## config.mk

```make
export PLATFORM = sky130hd
export DESIGN_NAME = i2ct_target
export DESIGN_NICKNAME = d
export VERILOG_FILES = /design/src/rtl/i2ct_pkg.sv /design/src/rtl/i2ct_bus_sense.sv /design/src/rtl/i2ct_addr_match.sv /design/src/rtl/i2ct_cmd_ptr.sv /design/src/rtl/i2ct_target.sv
export SDC_FILE = /design/constraint.sdc
export NUM_CORES = 1
export LEC_CHECK = 0
export BUFFER_PORTS_ARGS = -buffer_cell sky130_fd_sc_hd__buf_4
export CAP_MARGIN = 20
export CORE_MARGIN = 2
export CORE_UTILIZATION = 44
export DETAILED_ROUTE_END_ITERATION = 8
export GPL_TIMING_DRIVEN = 0
export PLACE_DENSITY_LB_ADDON = 0.3
export SYNTH_ARGS = -nofsm -noshare
export SYNTH_HDL_FRONTEND = slang
export SYNTH_SLANG_ARGS = --single-unit
```

## constraint.sdc

```tcl
create_clock -name clk -period 2.9 [get_ports clk]
set_input_delay 0.58 -clock clk [delete_from_list [all_inputs] [get_ports clk]]
set_output_delay 0.58 -clock clk [all_outputs]
set_load 0.01 [all_outputs]
```

## src/rtl/i2ct_pkg.sv

```systemverilog
package i2ct_pkg;

    localparam int ADDR_W = 7;
    localparam int BYTE_W = 8;
    localparam int CNT_W  = 4;
    localparam int AI_BIT = 7;

    // Transfer phase of the target
    typedef enum logic [2:0] {
        PH_IDLE,
        PH_ADDR,
        PH_CMD,
        PH_WR,
        PH_RD
    } phase_t;

    // Synchronized bus level and detected events
    typedef struct packed {
        logic sda;
        logic rise;
        logic fall;
        logic start;
        logic stop;
    } bus_ev_t;

    function automatic logic cmd_ai(input logic [BYTE_W-1:0] c);
        return c[AI_BIT];
    endfunction

endpackage

```

## src/rtl/i2ct_bus_sense.sv

```systemverilog
module i2ct_bus_sense
    import i2ct_pkg::*;
#(
    parameter int STAGES = 2
) (
    input  logic    clk,
    input  logic    rst,
    input  logic    scl_raw,
    input  logic    sda_raw,
    output bus_ev_t ev
);

    logic [1:0] raw;
    logic [1:0] lvl;
    logic [1:0] prv;

    assign raw = {scl_raw, sda_raw};

    for (genvar g = 0; g < 2; g++) begin : g_line
        logic [STAGES:0] sh;
        always_ff @(posedge clk) begin
            if (rst) sh <= '1;
            else     sh <= {sh[STAGES-1:0], raw[g]};
        end
        assign lvl[g] = sh[STAGES-1];
        assign prv[g] = sh[STAGES];
    end

    // index 1 = SCL, index 0 = SDA
    always_comb begin
        ev.sda   = lvl[0];
        ev.rise  =  lvl[1] & ~prv[1];
        ev.fall  = ~lvl[1] &  prv[1];
        ev.start =  lvl[1] &  prv[1] & ~lvl[0] &  prv[0];
        ev.stop  =  lvl[1] &  prv[1] &  lvl[0] & ~prv[0];
    end

endmodule

```

## src/rtl/i2ct_addr_match.sv

```systemverilog
module i2ct_addr_match
    import i2ct_pkg::*;
#(
    parameter int                      STRAP_W    = 4,
    parameter bit                      USE_STRAP  = 1'b1,
    parameter logic [ADDR_W-STRAP_W-1:0] ADDR_HI  = 3'b010,
    parameter logic [ADDR_W-1:0]       FIXED_ADDR = 7'h20,
    parameter logic [ADDR_W-1:0]       ALL_CALL   = 7'h68
) (
    input  logic [BYTE_W-1:0]  addr_byte,
    input  logic [STRAP_W-1:0] strap,
    output logic               hit
);

    logic [ADDR_W-1:0] own;

    if (USE_STRAP) begin : g_strap
        assign own = {ADDR_HI, strap};
    end else begin : g_fixed
        logic unused_strap;
        assign unused_strap = ^strap;
        assign own = FIXED_ADDR;
    end

    always_comb begin
        hit = (addr_byte[BYTE_W-1:1] == own)
            | ((addr_byte[BYTE_W-1:1] == ALL_CALL) & ~addr_byte[0]);
    end

endmodule

```

## src/rtl/i2ct_cmd_ptr.sv

```systemverilog
module i2ct_cmd_ptr #(
    parameter int PTR_W = 4
) (
    input  logic             clk,
    input  logic             rst,
    input  logic             load,
    input  logic [PTR_W-1:0] load_ptr,
    input  logic             load_ai,
    input  logic             adv,
    output logic [PTR_W-1:0] ptr,
    output logic             ai
);

    always_ff @(posedge clk) begin
        if (rst) begin
            ptr <= '0;
            ai  <= 1'b0;
        end else if (load) begin
            ptr <= load_ptr;
            ai  <= load_ai;
        end else if (adv && ai) begin
            ptr <= ptr + PTR_W'(1);
        end
    end

endmodule

```

## src/rtl/i2ct_target.sv

```systemverilog
module i2ct_target
    import i2ct_pkg::*;
#(
    parameter int                        STRAP_W    = 4,
    parameter int                        PTR_W      = 4,
    parameter bit                        USE_STRAP  = 1'b1,
    parameter logic [ADDR_W-STRAP_W-1:0] ADDR_HI    = 3'b010,
    parameter logic [ADDR_W-1:0]         FIXED_ADDR = 7'h20,
    parameter logic [ADDR_W-1:0]         ALL_CALL   = 7'h68,
    parameter logic [(1<<PTR_W)-1:0]     RO_MASK    = 16'hC003
) (
    input  logic               clk,
    input  logic               rst,
    input  logic               scl_in,
    input  logic               sda_in,
    output logic               sda_pull,
    input  logic [STRAP_W-1:0] strap,
    output logic [PTR_W-1:0]   ptr,
    output logic               wr_stb,
    output logic [BYTE_W-1:0]  wr_data,
    input  logic [BYTE_W-1:0]  rd_data
);

    localparam logic [CNT_W-1:0] LAST_BIT = CNT_W'(BYTE_W);

    bus_ev_t           ev;
    phase_t            phase;
    logic [CNT_W-1:0]  bitcnt;
    logic [BYTE_W-1:0] shreg;
    logic [BYTE_W-2:0] rd_sh;
    logic              in_ack;
    logic              rd_mode;
    logic              mack;
    logic              hit;
    logic              cmd_ai_q;
    logic              cmd_load;
    logic              ptr_adv;
    logic              ack_exit;
    logic              byte_end;
    logic              scl_fall;
    logic              in_idle;

    i2ct_bus_sense #(.STAGES(2)) u_sense (
        .clk     (clk),
        .rst     (rst),
        .scl_raw (scl_in),
        .sda_raw (sda_in),
        .ev      (ev)
    );

    i2ct_addr_match #(
        .STRAP_W    (STRAP_W),
        .USE_STRAP  (USE_STRAP),
        .ADDR_HI    (ADDR_HI),
        .FIXED_ADDR (FIXED_ADDR),
        .ALL_CALL   (ALL_CALL)
    ) u_match (
        .addr_byte (shreg),
        .strap     (strap),
        .hit       (hit)
    );

    i2ct_cmd_ptr #(.PTR_W(PTR_W)) u_ptr (
        .clk      (clk),
        .rst      (rst),
        .load     (cmd_load),
        .load_ptr (shreg[PTR_W-1:0]),
        .load_ai  (cmd_ai(shreg)),
        .adv      (ptr_adv),
        .ptr      (ptr),
        .ai       (cmd_ai_q)
    );

    logic unused_ai;
    assign unused_ai = cmd_ai_q;

    assign scl_fall = ev.fall;
    assign in_idle  = (phase == PH_IDLE);

    always_comb begin
        ack_exit = ev.fall && in_ack && !ev.start && !ev.stop;
        byte_end = ev.fall && !in_ack && (bitcnt == LAST_BIT);
        cmd_load = byte_end && (phase == PH_CMD);
        ptr_adv  = ack_exit && ((phase == PH_WR)
                              || (phase == PH_ADDR && rd_mode)
                              || (phase == PH_RD && mack));
    end

    always_ff @(posedge clk) begin
        if (rst) begin
            phase    <= PH_IDLE;
            bitcnt   <= '0;
            shreg    <= '0;
            rd_sh    <= '0;
            in_ack   <= 1'b0;
            rd_mode  <= 1'b0;
            mack     <= 1'b0;
            sda_pull <= 1'b0;
            wr_stb   <= 1'b0;
            wr_data  <= '0;
        end else begin
            wr_stb <= 1'b0;
            if (ev.start) begin
                phase    <= PH_ADDR;
                bitcnt   <= '0;
                in_ack   <= 1'b0;
                sda_pull <= 1'b0;
            end else if (ev.stop) begin
                phase    <= PH_IDLE;
                bitcnt   <= '0;
                in_ack   <= 1'b0;
                sda_pull <= 1'b0;
            end else if (phase != PH_IDLE) begin
                if (ev.rise) begin
                    if (in_ack) begin
                        mack <= !ev.sda;
                    end else if (bitcnt != LAST_BIT) begin
                        shreg  <= {shreg[BYTE_W-2:0], ev.sda};
                        bitcnt <= bitcnt + CNT_W'(1);
                    end
                end
                if (ack_exit) begin
                    in_ack   <= 1'b0;
                    bitcnt   <= '0;
                    sda_pull <= 1'b0;
                    unique case (phase)
                        PH_ADDR: begin
                            if (rd_mode) begin
                                phase    <= PH_RD;
                                rd_sh    <= rd_data[BYTE_W-2:0];
                                sda_pull <= !rd_data[BYTE_W-1];
                            end else begin
                                phase <= PH_CMD;
                            end
                        end
                        PH_CMD: phase <= PH_WR;
                        PH_RD: begin
                            if (mack) begin
                                rd_sh    <= rd_data[BYTE_W-2:0];
                                sda_pull <= !rd_data[BYTE_W-1];
                            end else begin
                                phase <= PH_IDLE;
                            end
                        end
                        default: ;
                    endcase
                end else if (byte_end) begin
                    unique case (phase)
                        PH_ADDR: begin
                            if (hit) begin
                                in_ack   <= 1'b1;
                                sda_pull <= 1'b1;
                                rd_mode  <= shreg[0];
                            end else begin
                                phase <= PH_IDLE;
                            end
                        end
                        PH_CMD: begin
                            in_ack   <= 1'b1;
                            sda_pull <= 1'b1;
                        end
                        PH_WR: begin
                            in_ack   <= 1'b1;
                            sda_pull <= 1'b1;
                            wr_stb   <= !RO_MASK[ptr];
                            wr_data  <= shreg;
                        end
                        PH_RD: begin
                            in_ack   <= 1'b1;
                            sda_pull <= 1'b0;
                        end
                        default: ;
                    endcase
                end else if (ev.fall && phase == PH_RD && !in_ack) begin
                    rd_sh    <= {rd_sh[BYTE_W-3:0], 1'b0};
                    sda_pull <= !rd_sh[BYTE_W-2];
                end
            end
        end
    end

endmodule

```

Word level (Yosys, flattened, before mapping) --
Memories as Yosys holds them, arrays and structs flattened. A register that Yosys moved wholly into a read port is not among the register bits. Index checks and enable logic that the tools add are counted.
Cells by class: add/sub/neg operators 2, magnitude comparators 1, equal/unequal tests 20, muxes and demuxes 36, bitwise gates (word level) 21, reduce and logical (&&, ||, !) cells 49
Operator list (count):
- $mux 7 | 5
- $mux 4 | 8
- $reduce_and 6->1 | 4
- $mux 3 | 6
- $reduce_bool 3->1 | 5
- $pmux 7 s2 | 1
- $logic_and 1x1->1 | 12
- $mux 1 | 12
- $ne 3x3->1 const B | 4
- $not 1->1 | 12
- $reduce_and 4->1 | 3
- $reduce_bool 2->1 | 6
- $pmux 3 s3 | 1
- $add 4x1->4 const B | 2
- $and 1x1->1 | 8
- $ne 4x4->1 const B | 2
- $reduce_and 8->1 | 1
- $reduce_bool 4->1 | 2
- $eq 7x6->1 | 1
- $eq 7x7->1 const B | 1
- $logic_not 1->1 | 7
- $reduce_and 7->1 | 1
- $reduce_or 7->1 | 1
- $eq 3x2->1 const B | 2
- 18 further kinds | 22
Word-level totals: flip-flop bits (word level) 46, memory bits (read-only) 16, memories 1
Memory list:
- (name not given) | words 16, width 1, read ports 1, clocked after memory_dff 1, write ports 0, RTL line i2ct_target.sv:165 | wr_stb <= !RO_MASK[ptr];

Logic depth before layout (Yosys ltp) --
Gate-level depths: netlist of the first run.
depth after elaboration 12, depth in mapped cells 9, depth with buffers taken out 8

Hierarchy --
A second synthesis of the first run with hierarchy kept.
Unflattened totals: cells, all modules 284, area, all modules 2482.4 um^2
By module, submodules not included:
- i2ct_target | instances 1, cells an instance 232, area each 1970.6 um^2, sequential area each 700.7 um^2
- i2ct_cmd_ptr | instances 1, cells an instance 26, area each 231.5 um^2, sequential area each 100.1 um^2
- i2ct_bus_sense | instances 1, cells an instance 17, area each 197.7 um^2, sequential area each 120.1 um^2
- i2ct_addr_match | instances 1, cells an instance 9, area each 82.6 um^2, sequential area each 0.0 um^2

Worst setup path after synthesis of the first run --
Ideal clock, no wire load.
path kind flip-flop to flip-flop, start register bitcnt[0], end register with a tool-made name, library setup time 0.120 ns, arrival time 1.938 ns, required time 2.780 ns, path slack 0.842 ns, cell stages (with the launch flop) 10, clock period less this slack 2.058 ns, cell sequence dfxtp_1 > inv_1 > ha_1 > nand3b_1 > or4_1 > buf_2 > o21ba_1 > o21a_1 > o2111a_1 > a211o_1
RTL lines:
- start, declared | RTL line i2ct_target.sv:28 | logic [CNT_W-1:0] bitcnt;
- start signal, assigned | RTL line i2ct_target.sv:119 | bitcnt <= bitcnt + CNT_W'(1);

==> impl.org, run 1 <==
** Clocking
- H-Tree Depth :: 2
- Worst-Skew Late Latency :: 0.30 ns
- The number of gates resized after CTS was 0.
- For this design, the CTS-stage hold fixing added 0 buffers.
- In this run the clock root is driven by a sky130_fd_sc_hd__clkbuf_8.
- After clock tree synthesis, the clock-pin slew on the worst setup and hold paths is 0.09 ns.
- Buffer depth of the longest clock path :: 2
- Clk sink count :: 47
- Buffers inserted during clock tree synthesis total 5.
- Count of buffers added by post-CTS timing repair for setup :: 0
- TritonCTS built the clock tree.

** Placed design
- Routability-driven placement finished with a final weighted congestion of between 0.8 and 0.9.
- Total instance count after detailed placement :: 363
- Summing all placed instances gives a cell area of 2550 µm².
- # port buffers :: 29
- Worst setup slack before clock tree synthesis :: between 0.5 and 0.6 ns
- Final HPWL DP :: 3390 µm

** Layout
- The count of cells in the finished layout, fillers not included, comes to 371.
- Of the cells placed in the final design, the portion with a size suffix greater than 1 is 17.3%.
- Count of antenna diodes in the layout :: 0
- Summing all multi-input logic gate instances after layout gives 1230 µm².
- Number of nets in the finished design :: 319
- Area added between synthesis and finish :: 18.0%
- Register area :: 941 µm²
- After routing the design area is 2650 µm².
- FILL cells :: 509
- Cells fill 52.9% of the core in the end.

** Setup path
- STA classifies the critical path endpoint as a flip-flop.
- Number of cells traversed by the worst register-to-register path :: 9
- The startpoint identified for the worst register-to-register timing path is bitcnt[0]$_SDFFE_PP0P_.
- The critical path in this run is classified as flip-flop to flip-flop.
- Worst EP arrival :: 2.55 ns
- Of all nets on the critical path, the largest fanout is 10.
- Register-to-register path setup slack :: 0.55 ns
- Kind of start point of the critical path :: flip-flop
- STA puts the critical path data required time at 3.10 ns.

** Worst hold path
- Along the worst hold path, the cell count comes to 1.
- Destination of the worst hold path :: wr_stb$_SDFF_PP0_
- In this run the worst hold path is classified as flip-flop to flip-flop.

** Synth
- The synthesized design contains 0 enable-type register cells.
- Fraction of synthesis flops using an asynchronous set or reset pin :: 0%
- The Yosys step of the flow raised 0 warnings.
- Register bit total from synthesis :: 47
- After synthesis, the cell types taking the most area are sky130_fd_sc_hd__dfxtp_1 42%, sky130_fd_sc_hd__mux2i_1 11%, sky130_fd_sc_hd__nor2_1 7.3%.
- Distinct cells, synth :: 44
- Per-instance average area after synthesis :: about 8.5 µm²
- For this run, the register share of the synthesized area comes to 41.8%.
- Synth top area share :: 41.8%
- The number of nets in the synthesized netlist is approximately 280.
- Mapped cell area :: 2250 µm²
- After technology mapping, the gate count stands at around 260.
- Summed over all instances, the cell type with the most area after synthesis is sky130_fd_sc_hd__dfxtp_1.
- Primary FF master, synth :: sky130_fd_sc_hd__dfxtp_1

** Power and ir drop
- Net switching is between 20% and 30% of the power.
- In this run the static leakage power is slightly above 1 nW.
- Comb pwr share :: 4.9%
- Relative contribution of sequential cells to total power :: 58.2%
- The internal portion of the total power is just under 0.0009 W.
- The clock network accounts for 37.0% of the total power.
- IR Drop Worst-Case VDD :: 0.327 mV
- Summed over all nets, the switching power comes to 0.000251 W.
- Ratio of total power to cell area :: between 400 and 500 nW/µm²

** GRT
- Global routing used 17.3% of the available tracks.
- Summed over all layers, the global routing overflow is 0.
- Entering global routing, the biggest net connects 16 pins.
- The number of antenna violations at the first check in global routing is 0.
- The first global-routing pass estimated around 7600 µm of wire.
- The number of global-route vias before repair came to around 1.6k.

** Run status
- Run status :: finished, final reports clean

** Route
- The detailed router finished its first iteration with 139 violations.
- Summed over all layers, the routed wires come to 4690 µm.
- Vias :: 1,923
- Post-route antenna net violation count :: 0
- After detailed routing, the number of vias per cell comes to 5.18.
- After detailed routing, the number of remaining DRC violations is 0.
- Pre-Repair DR Iteration Count :: 4
- Dividing the detail-routed wire length by the instance count gives 12.6 µm.

** Timing
- Setup violations remaining at the end of the flow were counted as 0.
- At the pin with the least slew margin, the transition time is 0.492 ns.
- Unrepaired setup endpoints after global routing :: false
- Summed over all failing endpoints, the final setup total negative slack is 0 ns.
- The number of hold violations in the final report was 0.
- Part of the cycle the worst path needs :: about four fifths
- Clock period minus final worst setup slack :: 2.35 ns
- Pins Over Slew Limit :: 0
- The clock arrives with 0.00607 ns of skew.
- Measured against its own limit, the worst slew margin works out to between 60% and 70%.
- Max Fclk :: 425 MHz
- Setup slack closes at 0.546 ns.

** Floorplanning
- Floorplan row count :: 26
- Height of the die :: 75.5 µm
- Once the floorplan was initialized, standard cells occupied 44.9% of the core.
- Core Region :: 5010 µm²
- The die is approximately 75 µm wide.
- Die Area :: 5700 µm²
- Number of primary I/O pins :: 30

** Run
- The tool flagged a number of max-cap violations equal to 0.
kinds of logic (layout without fill, tap and decap cells):
family | Yosys count | count (layout) | share of synthesized area (%)
compound gates | 37 | 37 | 11.0
xor+xnor | 9 | 9 | 3.51
fa+ha+maj | 3 | 3 | 1.67
buf+inv | 19 | 56 | 3.39
flops | 47 | 47 | 41.8
mux | 25 | 25 | 11.1
simple gates | 124 | 124 | 27.5
cell usage in the layout, fill, tap and decap left out, types with 2 or more instances in the layout:
cell type                  count
sky130_fd_sc_hd__dfxtp_1      47
sky130_fd_sc_hd__buf_2         4
sky130_fd_sc_hd__inv_1         4
sky130_fd_sc_hd__clkbuf_8      6
sky130_fd_sc_hd__nand4_1       3
sky130_fd_sc_hd__and3_1        2
sky130_fd_sc_hd__or3_1         4
sky130_fd_sc_hd__xnor2_1       4
sky130_fd_sc_hd__nand3b_1      3
sky130_fd_sc_hd__nor4_1        4
sky130_fd_sc_hd__o41ai_1       2
sky130_fd_sc_hd__a21oi_1      12
sky130_fd_sc_hd__o31ai_1       2
sky130_fd_sc_hd__nor3b_1       2
sky130_fd_sc_hd__xor2_1        5
sky130_fd_sc_hd__nand2_1      26
sky130_fd_sc_hd__nor3_1        4
sky130_fd_sc_hd__o21a_1        3
sky130_fd_sc_hd__nand2b_1      5
sky130_fd_sc_hd__ha_1          3
sky130_fd_sc_hd__o21ai_0       6
sky130_fd_sc_hd__buf_4        29
sky130_fd_sc_hd__clkbuf_1     11
sky130_fd_sc_hd__nor2b_1       3
sky130_fd_sc_hd__a211oi_1      2
sky130_fd_sc_hd__and3b_1       3
sky130_fd_sc_hd__nor2_1       44
sky130_fd_sc_hd__mux2i_1      25
sky130_fd_sc_hd__or2_2         9
sky130_fd_sc_hd__nand3_1       6
synthesized netlist by cell type, types with 4 or more instances:
library cell               instances
sky130_fd_sc_hd__nand2_1          26
sky130_fd_sc_hd__or3_1             4
sky130_fd_sc_hd__nor4_1            4
sky130_fd_sc_hd__a21oi_1          12
sky130_fd_sc_hd__nand3_1           6
sky130_fd_sc_hd__nor3_1            4
sky130_fd_sc_hd__nor2_1           44
sky130_fd_sc_hd__mux2i_1          25
sky130_fd_sc_hd__or2_2             9
sky130_fd_sc_hd__inv_1             4
sky130_fd_sc_hd__buf_2             4
sky130_fd_sc_hd__o21ai_0           6
sky130_fd_sc_hd__clkbuf_1         11
sky130_fd_sc_hd__dfxtp_1          47
sky130_fd_sc_hd__xnor2_1           4
sky130_fd_sc_hd__nand2b_1          5
sky130_fd_sc_hd__xor2_1            5
critical path, stage by stage, from the launching register on:
cell	delay (ns)
sky130_fd_sc_hd__dfxtp_1	0.33
sky130_fd_sc_hd__inv_1	0.11
sky130_fd_sc_hd__ha_1	0.15
sky130_fd_sc_hd__nand3b_1	0.18
sky130_fd_sc_hd__or4_1	0.56
sky130_fd_sc_hd__buf_2	0.20
sky130_fd_sc_hd__o31a_1	0.12
sky130_fd_sc_hd__a21oi_1	0.23
sky130_fd_sc_hd__nor2_1	0.08
sky130_fd_sc_hd__a211o_1	0.29
layer usage:
metal	track usage (%)	part of all wire, %
met2	25.8	45
met5	0	0
met3	3.70	5.4
met1	25.0	49
met4	5.46	1.0
final cells by class:
class / count / share of cell area [%]
flip-flops and latches: 47 / 35.5
multi-input cells: 198 / 46.4
clock inverters: 2 / 0.613
plain buffers: 15 / 2.31
inverters: 4 / 0.566
repair buffers: 29 / 8.21
clock buffers: 6 / 3.11
well taps: 70 / 3.30
through the flow:
step / hold WS [ns] / total power, W
floorplan: 0.372 / 0.000696
global placement: 0.384 / 0.000723
detailed placement: 0.384 / 0.000723
CTS: 0.401 / 0.00114
global route: 0.423 / 0.00117
finish: 0.395 / 0.00112
power by group through the flow:
stage / clock [W] / combinational, W / sequential (W)
finish: 0.000415 / 0.0000545 / 0.000653
global route: 0.000452 / 0.0000602 / 0.000653
CTS: 0.000435 / 0.0000554 / 0.000653
detailed placement: 0 / 0.0000551 / 0.000668
global placement: 0 / 0.0000551 / 0.000668
floorplan: 0 / 0.0000296 / 0.000667
flip-flops by register name, summed over array words and instances, names as in the netlist, named ones only:
| signal | flops |
|---|---|
| bitcnt | 4 |
| in_ack | 1 |
| mack | 1 |
| phase | 3 |
| rd_mode | 1 |
| rd_sh | 7 |
| sda_pull | 1 |
| shreg | 8 |
| u_ptr.ai | 1 |
| u_ptr.ptr | 4 |
| u_sense.g_line.sh | 6 |
| wr_data | 8 |
| wr_stb | 1 |
worst max path at each step:
| stage | from | end | slack [ns] | depth (start not counted) |
|---|---|---|---|---|
| 6_report | bitcnt[0]$_SDFFE_PP0P_ | flip-flop | 0.55 | 9 |
| 5_1_grt | bitcnt[0]$_SDFFE_PP0P_ | rd_mode$_SDFFE_PP0P_ | 0.38 | 8 |
| 4_1_cts | bitcnt[0]$_SDFFE_PP0P_ | flip-flop | 0.54 | 9 |
| 3_5_place_dp | bitcnt[0]$_SDFFE_PP0P_ | flip-flop | 0.56 | 9 |
| 3_3_place_gp | bitcnt[0]$_SDFFE_PP0P_ | flip-flop | 0.57 | 9 |
| 2_1_floorplan | bitcnt[0]$_SDFFE_PP0P_ | flip-flop | 0.84 | 9 |
No activity file was read; power rests on OpenSTA's default activity.
==> run 2: changes to the inputs <==
Clock period 2.9 ns to 2.4 ns, I/O delays scaled along.
==> run 2 against run 1 <==
Clock power rose by 21%; critical path depth is 1 lower; via count shrank 0.10%; clock skew is 0.00057 ns higher; die area unchanged; largest power group unchanged; sequential share of layout area is 0.30 points lower; routed wire length is 2.2% higher; setup slack got worse by 0.40 ns.
==> impl.org, run 2 (synthesis results as in run 1) <==
** Run status
- Run status :: finished, final reports clean

** Floorplanning
- After floorplanning, the core was sized to cover 5010 µm².
- For this design the top-level I/O count stands at 30.
- Initial core utilization :: around 45%
- Height of the die :: 75.5 µm
- Die Area :: 5700 µm²
- From left edge to right edge, the die measures 75.5 µm.
- Row generation in the floorplan step produced 26 rows.

** Route
- In this run, the number of DRC markers left after iteration 0 of detailed routing was ~170.
- Before antenna repair, the detailed router went through 5 iterations.
- After detailed routing, the average wire length per cell comes to 12.9 µm.
- Total Wirelength :: 4790 µm
- Using the TritonRoute via totals, the vias-per-cell ratio works out to 5.16.
- The routed layout has between 1.5k and 2k vias.
- Post-route antenna net violation count :: 0
- After detailed routing, the number of remaining DRC violations is 0.

** Power and ir drop
- Per report_power, the combinational group accounts for 4.9% of the total.
- Cell internal power dissipation :: 0.00105 W
- Relative contribution of sequential cells to total power :: 58.1%
- In this run the power spent charging and discharging nets is 0.000306 W.
- Cell leakage power :: 1.04 nW
- In this run the power density over the cells is between 500 and 600 nW/µm².
- The clock network burns 37.1% of the power.
- In this run switching power makes up 22.5% of total power.
- IR Drop Worst-Case VDD :: 0.398 mV

** Timing
- Pins Over Slew Limit :: 0
- Setup repair after global routing left no endpoint under its margin.
- Slew at the pin closest to its max-slew limit :: 0.489 ns
- Number of setup violations in the final report :: 0
- Clock period minus final worst setup slack :: 2.25 ns
- Headroom to the max-slew limit came out at 66.5%.
- Adding up every negative setup slack in the final design gives 0 ns.
- Of the available clock period, the critical path in the final layout requires a little over nine tenths.
- Count of endpoints failing hold in the final timing report :: 0
- Across the routed clock network, the largest skew measured is between 0.006 and 0.007 ns.
- Max Fclk :: roughly 440 MHz

** Run
- Max-cap violations in this run came to 0.

** GRT
- Largest net degree at the start of global routing :: 16
- Number of antenna violations at the first check in global routing :: 0
- The first global-routing pass estimated 7590 µm of wire.
- Global route overflow :: 0
- Vias in the first global route :: 1,642
- For this run, the total global-route usage over all layers was measured as 17.3%.

** Setup path
- For flop-to-flop paths, the worst setup slack is roughly 0.15 ns.
- The startpoint identified for the worst register-to-register timing path is bitcnt[0]$_SDFFE_PP0P_.
- The largest single stage delay on the critical path is 0.65 ns.
- On the critical path the largest part of the delay comes from simple AND/OR/NAND/NOR gates.
- The signal on the critical path passes through inv_1 > ha_1 > nand3b_1 > or4_4 > o21ba_1 > o21a_1 > o2111a_1 > a211o_1.
- For this design, the slowest cell found on the critical path is sky130_fd_sc_hd__or4_4.
- Of all nets on the critical path, the largest fanout is 10.
- Buffers plus inverters on the worst setup path :: 1
- Number of cells traversed by the worst register-to-register path :: 8
- Type of element capturing the critical path :: flip-flop
- STA puts the critical path data arrival time at 2.45 ns.
- STA puts the critical path data required time at 2.60 ns.
- The critical path in this run is classified as flip-flop to flip-flop.
- STA classifies the critical path startpoint as a flip-flop.

** Layout
- Across the whole layout, storage elements account for between 900 and 1000 µm².
- Largest registers ranked by flip-flop count :: shreg (8), wr_data (8), rd_sh (7)
- Share of post-route cells with drive strength above 1 :: 18.5%
- The library cell used most frequently in the layout, excluding fill and tap cells, is sky130_fd_sc_hd__dfxtp_1.
- The number of antenna diodes in the final layout is 0.
- Area added between synthesis and finish :: 19.0%
- Final design instance area without fill :: 2680 µm²
- FILL cells :: 507
- The top cell types in the final layout, fill and taps aside, are 47 x sky130_fd_sc_hd__dfxtp_1, 44 x sky130_fd_sc_hd__nor2_1, 31 x sky130_fd_sc_hd__buf_4.
- Number of nets in the finished design :: between 300 and 400
- Post-route insts no fill :: 372
- Area used by multi-input combinational logic :: 1240 µm²

** Clocking
- Worst-Skew Late Latency :: 0.30 ns
- Clock tree synthesis found a total of between 40 and 50 sinks.
- CTS placed an instance of sky130_fd_sc_hd__clkbuf_8 at the clock tree root.
- Clock transition time at the flip-flop clock pins of the worst setup and hold paths :: around 0.090 ns
- Buffers inserted during clock tree synthesis total 5.
- No sink is reached through more buffers than the 2 on the longest clock path.
- H-Tree Depth :: 2
- TritonCTS built the clock tree.

** Placed design
- Final weighted congestion in routability-driven placement :: roughly 0.86
- Area post-placement :: 2550 µm²
- Once placement completed, the tool counted placed cells totaling 363.
- Port buffering added 29 buffers.
- Detailed placement finished with a half-perimeter wire length of 3390 µm.

** Worst hold path
- The worst hold path terminates at u_sense.g_line[0].sh[0]$_SDFF_PP1_.
- The worst hold path passes through 2 cells.
- Worst Hold Class :: primary input to flip-flop
- The startpoint identified for the worst hold timing path is sda_in.
==> run 2: changes by cell type in the layout (fill, tap and decap cells not counted) <==
| cell | change |
|---|---|
| sky130_fd_sc_hd__nor3_2 | +1 |
| sky130_fd_sc_hd__buf_2 | -1 |
| sky130_fd_sc_hd__buf_4 | +2 |
| sky130_fd_sc_hd__nor3_1 | -1 |
| sky130_fd_sc_hd__a21oi_1 | -1 |
| sky130_fd_sc_hd__or4_1 | -1 |
| sky130_fd_sc_hd__or4_4 | +1 |
| sky130_fd_sc_hd__a21oi_2 | +1 |
==> run 2: what timing repair did <==
item / CTS / global route
endpoints found under the setup margin: 0 / 2
endpoints found under the hold margin: 0 / 0
hold buffers: 0 / 0
setup buffers: 0 / 2
resized for setup: 0 / 3
==> run 2: area by class of cell <==
| type | count | area share, % |
|---|---|---|
| Inverter | 4 | 0.561 |
| Sequential cell | 47 | 35.2 |
| Clock buffer | 6 | 3.09 |
| Multi-Input combinational cell | 198 | 46.5 |
| Clock inverter | 2 | 0.608 |
| Buffer | 14 | 2.10 |
| Timing Repair Buffer | 31 | 8.70 |
| Tap cell | 70 | 3.27 |
==> run 2: worst max path at each step <==
stage          cells after the start                    from  slack, ns                      to
3_5_place_dp                       9  bitcnt[0]$_SDFFE_PP0P_       0.06               flip-flop
5_1_grt                            8  bitcnt[0]$_SDFFE_PP0P_       0.04  bitcnt[0]$_SDFFE_PP0P_
2_1_floorplan                      9  bitcnt[0]$_SDFFE_PP0P_       0.34               flip-flop
4_1_cts                            9  bitcnt[0]$_SDFFE_PP0P_       0.04               flip-flop
3_3_place_gp                       9  bitcnt[0]$_SDFFE_PP0P_       0.07               flip-flop
6_report                           8  bitcnt[0]$_SDFFE_PP0P_       0.15               flip-flop
==> run 2: layer usage <==
metal | part of all wire, % | GRT usage (%)
met1 | 49 | 25.0
met2 | 45 | 25.8
met3 | 5.1 | 3.70
met4 | 0.79 | 5.46
met5 | 0 | 0
==> run 2: power by group through the flow <==
stage | combinational [W] | clock (W) | sequential (W)
final | 0.0000661 | 0.000504 | 0.000789
after global routing | 0.0000731 | 0.000547 | 0.000790
after CTS | 0.0000669 | 0.000525 | 0.000789
after detailed placement | 0.0000666 | 0 | 0.000807
after global placement | 0.0000665 | 0 | 0.000807
after floorplan | 0.0000357 | 0 | 0.000806
==> run 2: metrics by stage <==
step | power (W) | hold WS [ns] | setup slack [ns] | util, %
6_report | 0.00136 | 0.362 | 0.145 | 53.4
5_1_grt | 0.00141 | 0.355 | 0.0446 | 53.4
4_1_cts | 0.00138 | 0.353 | 0.0370 | 52.9
3_5_place_dp | 0.000874 | 0.384 | 0.0572 | 51.0
3_3_place_gp | 0.000873 | 0.384 | 0.0695 | 51.0
2_1_floorplan | 0.000842 | 0.372 | 0.342 | -
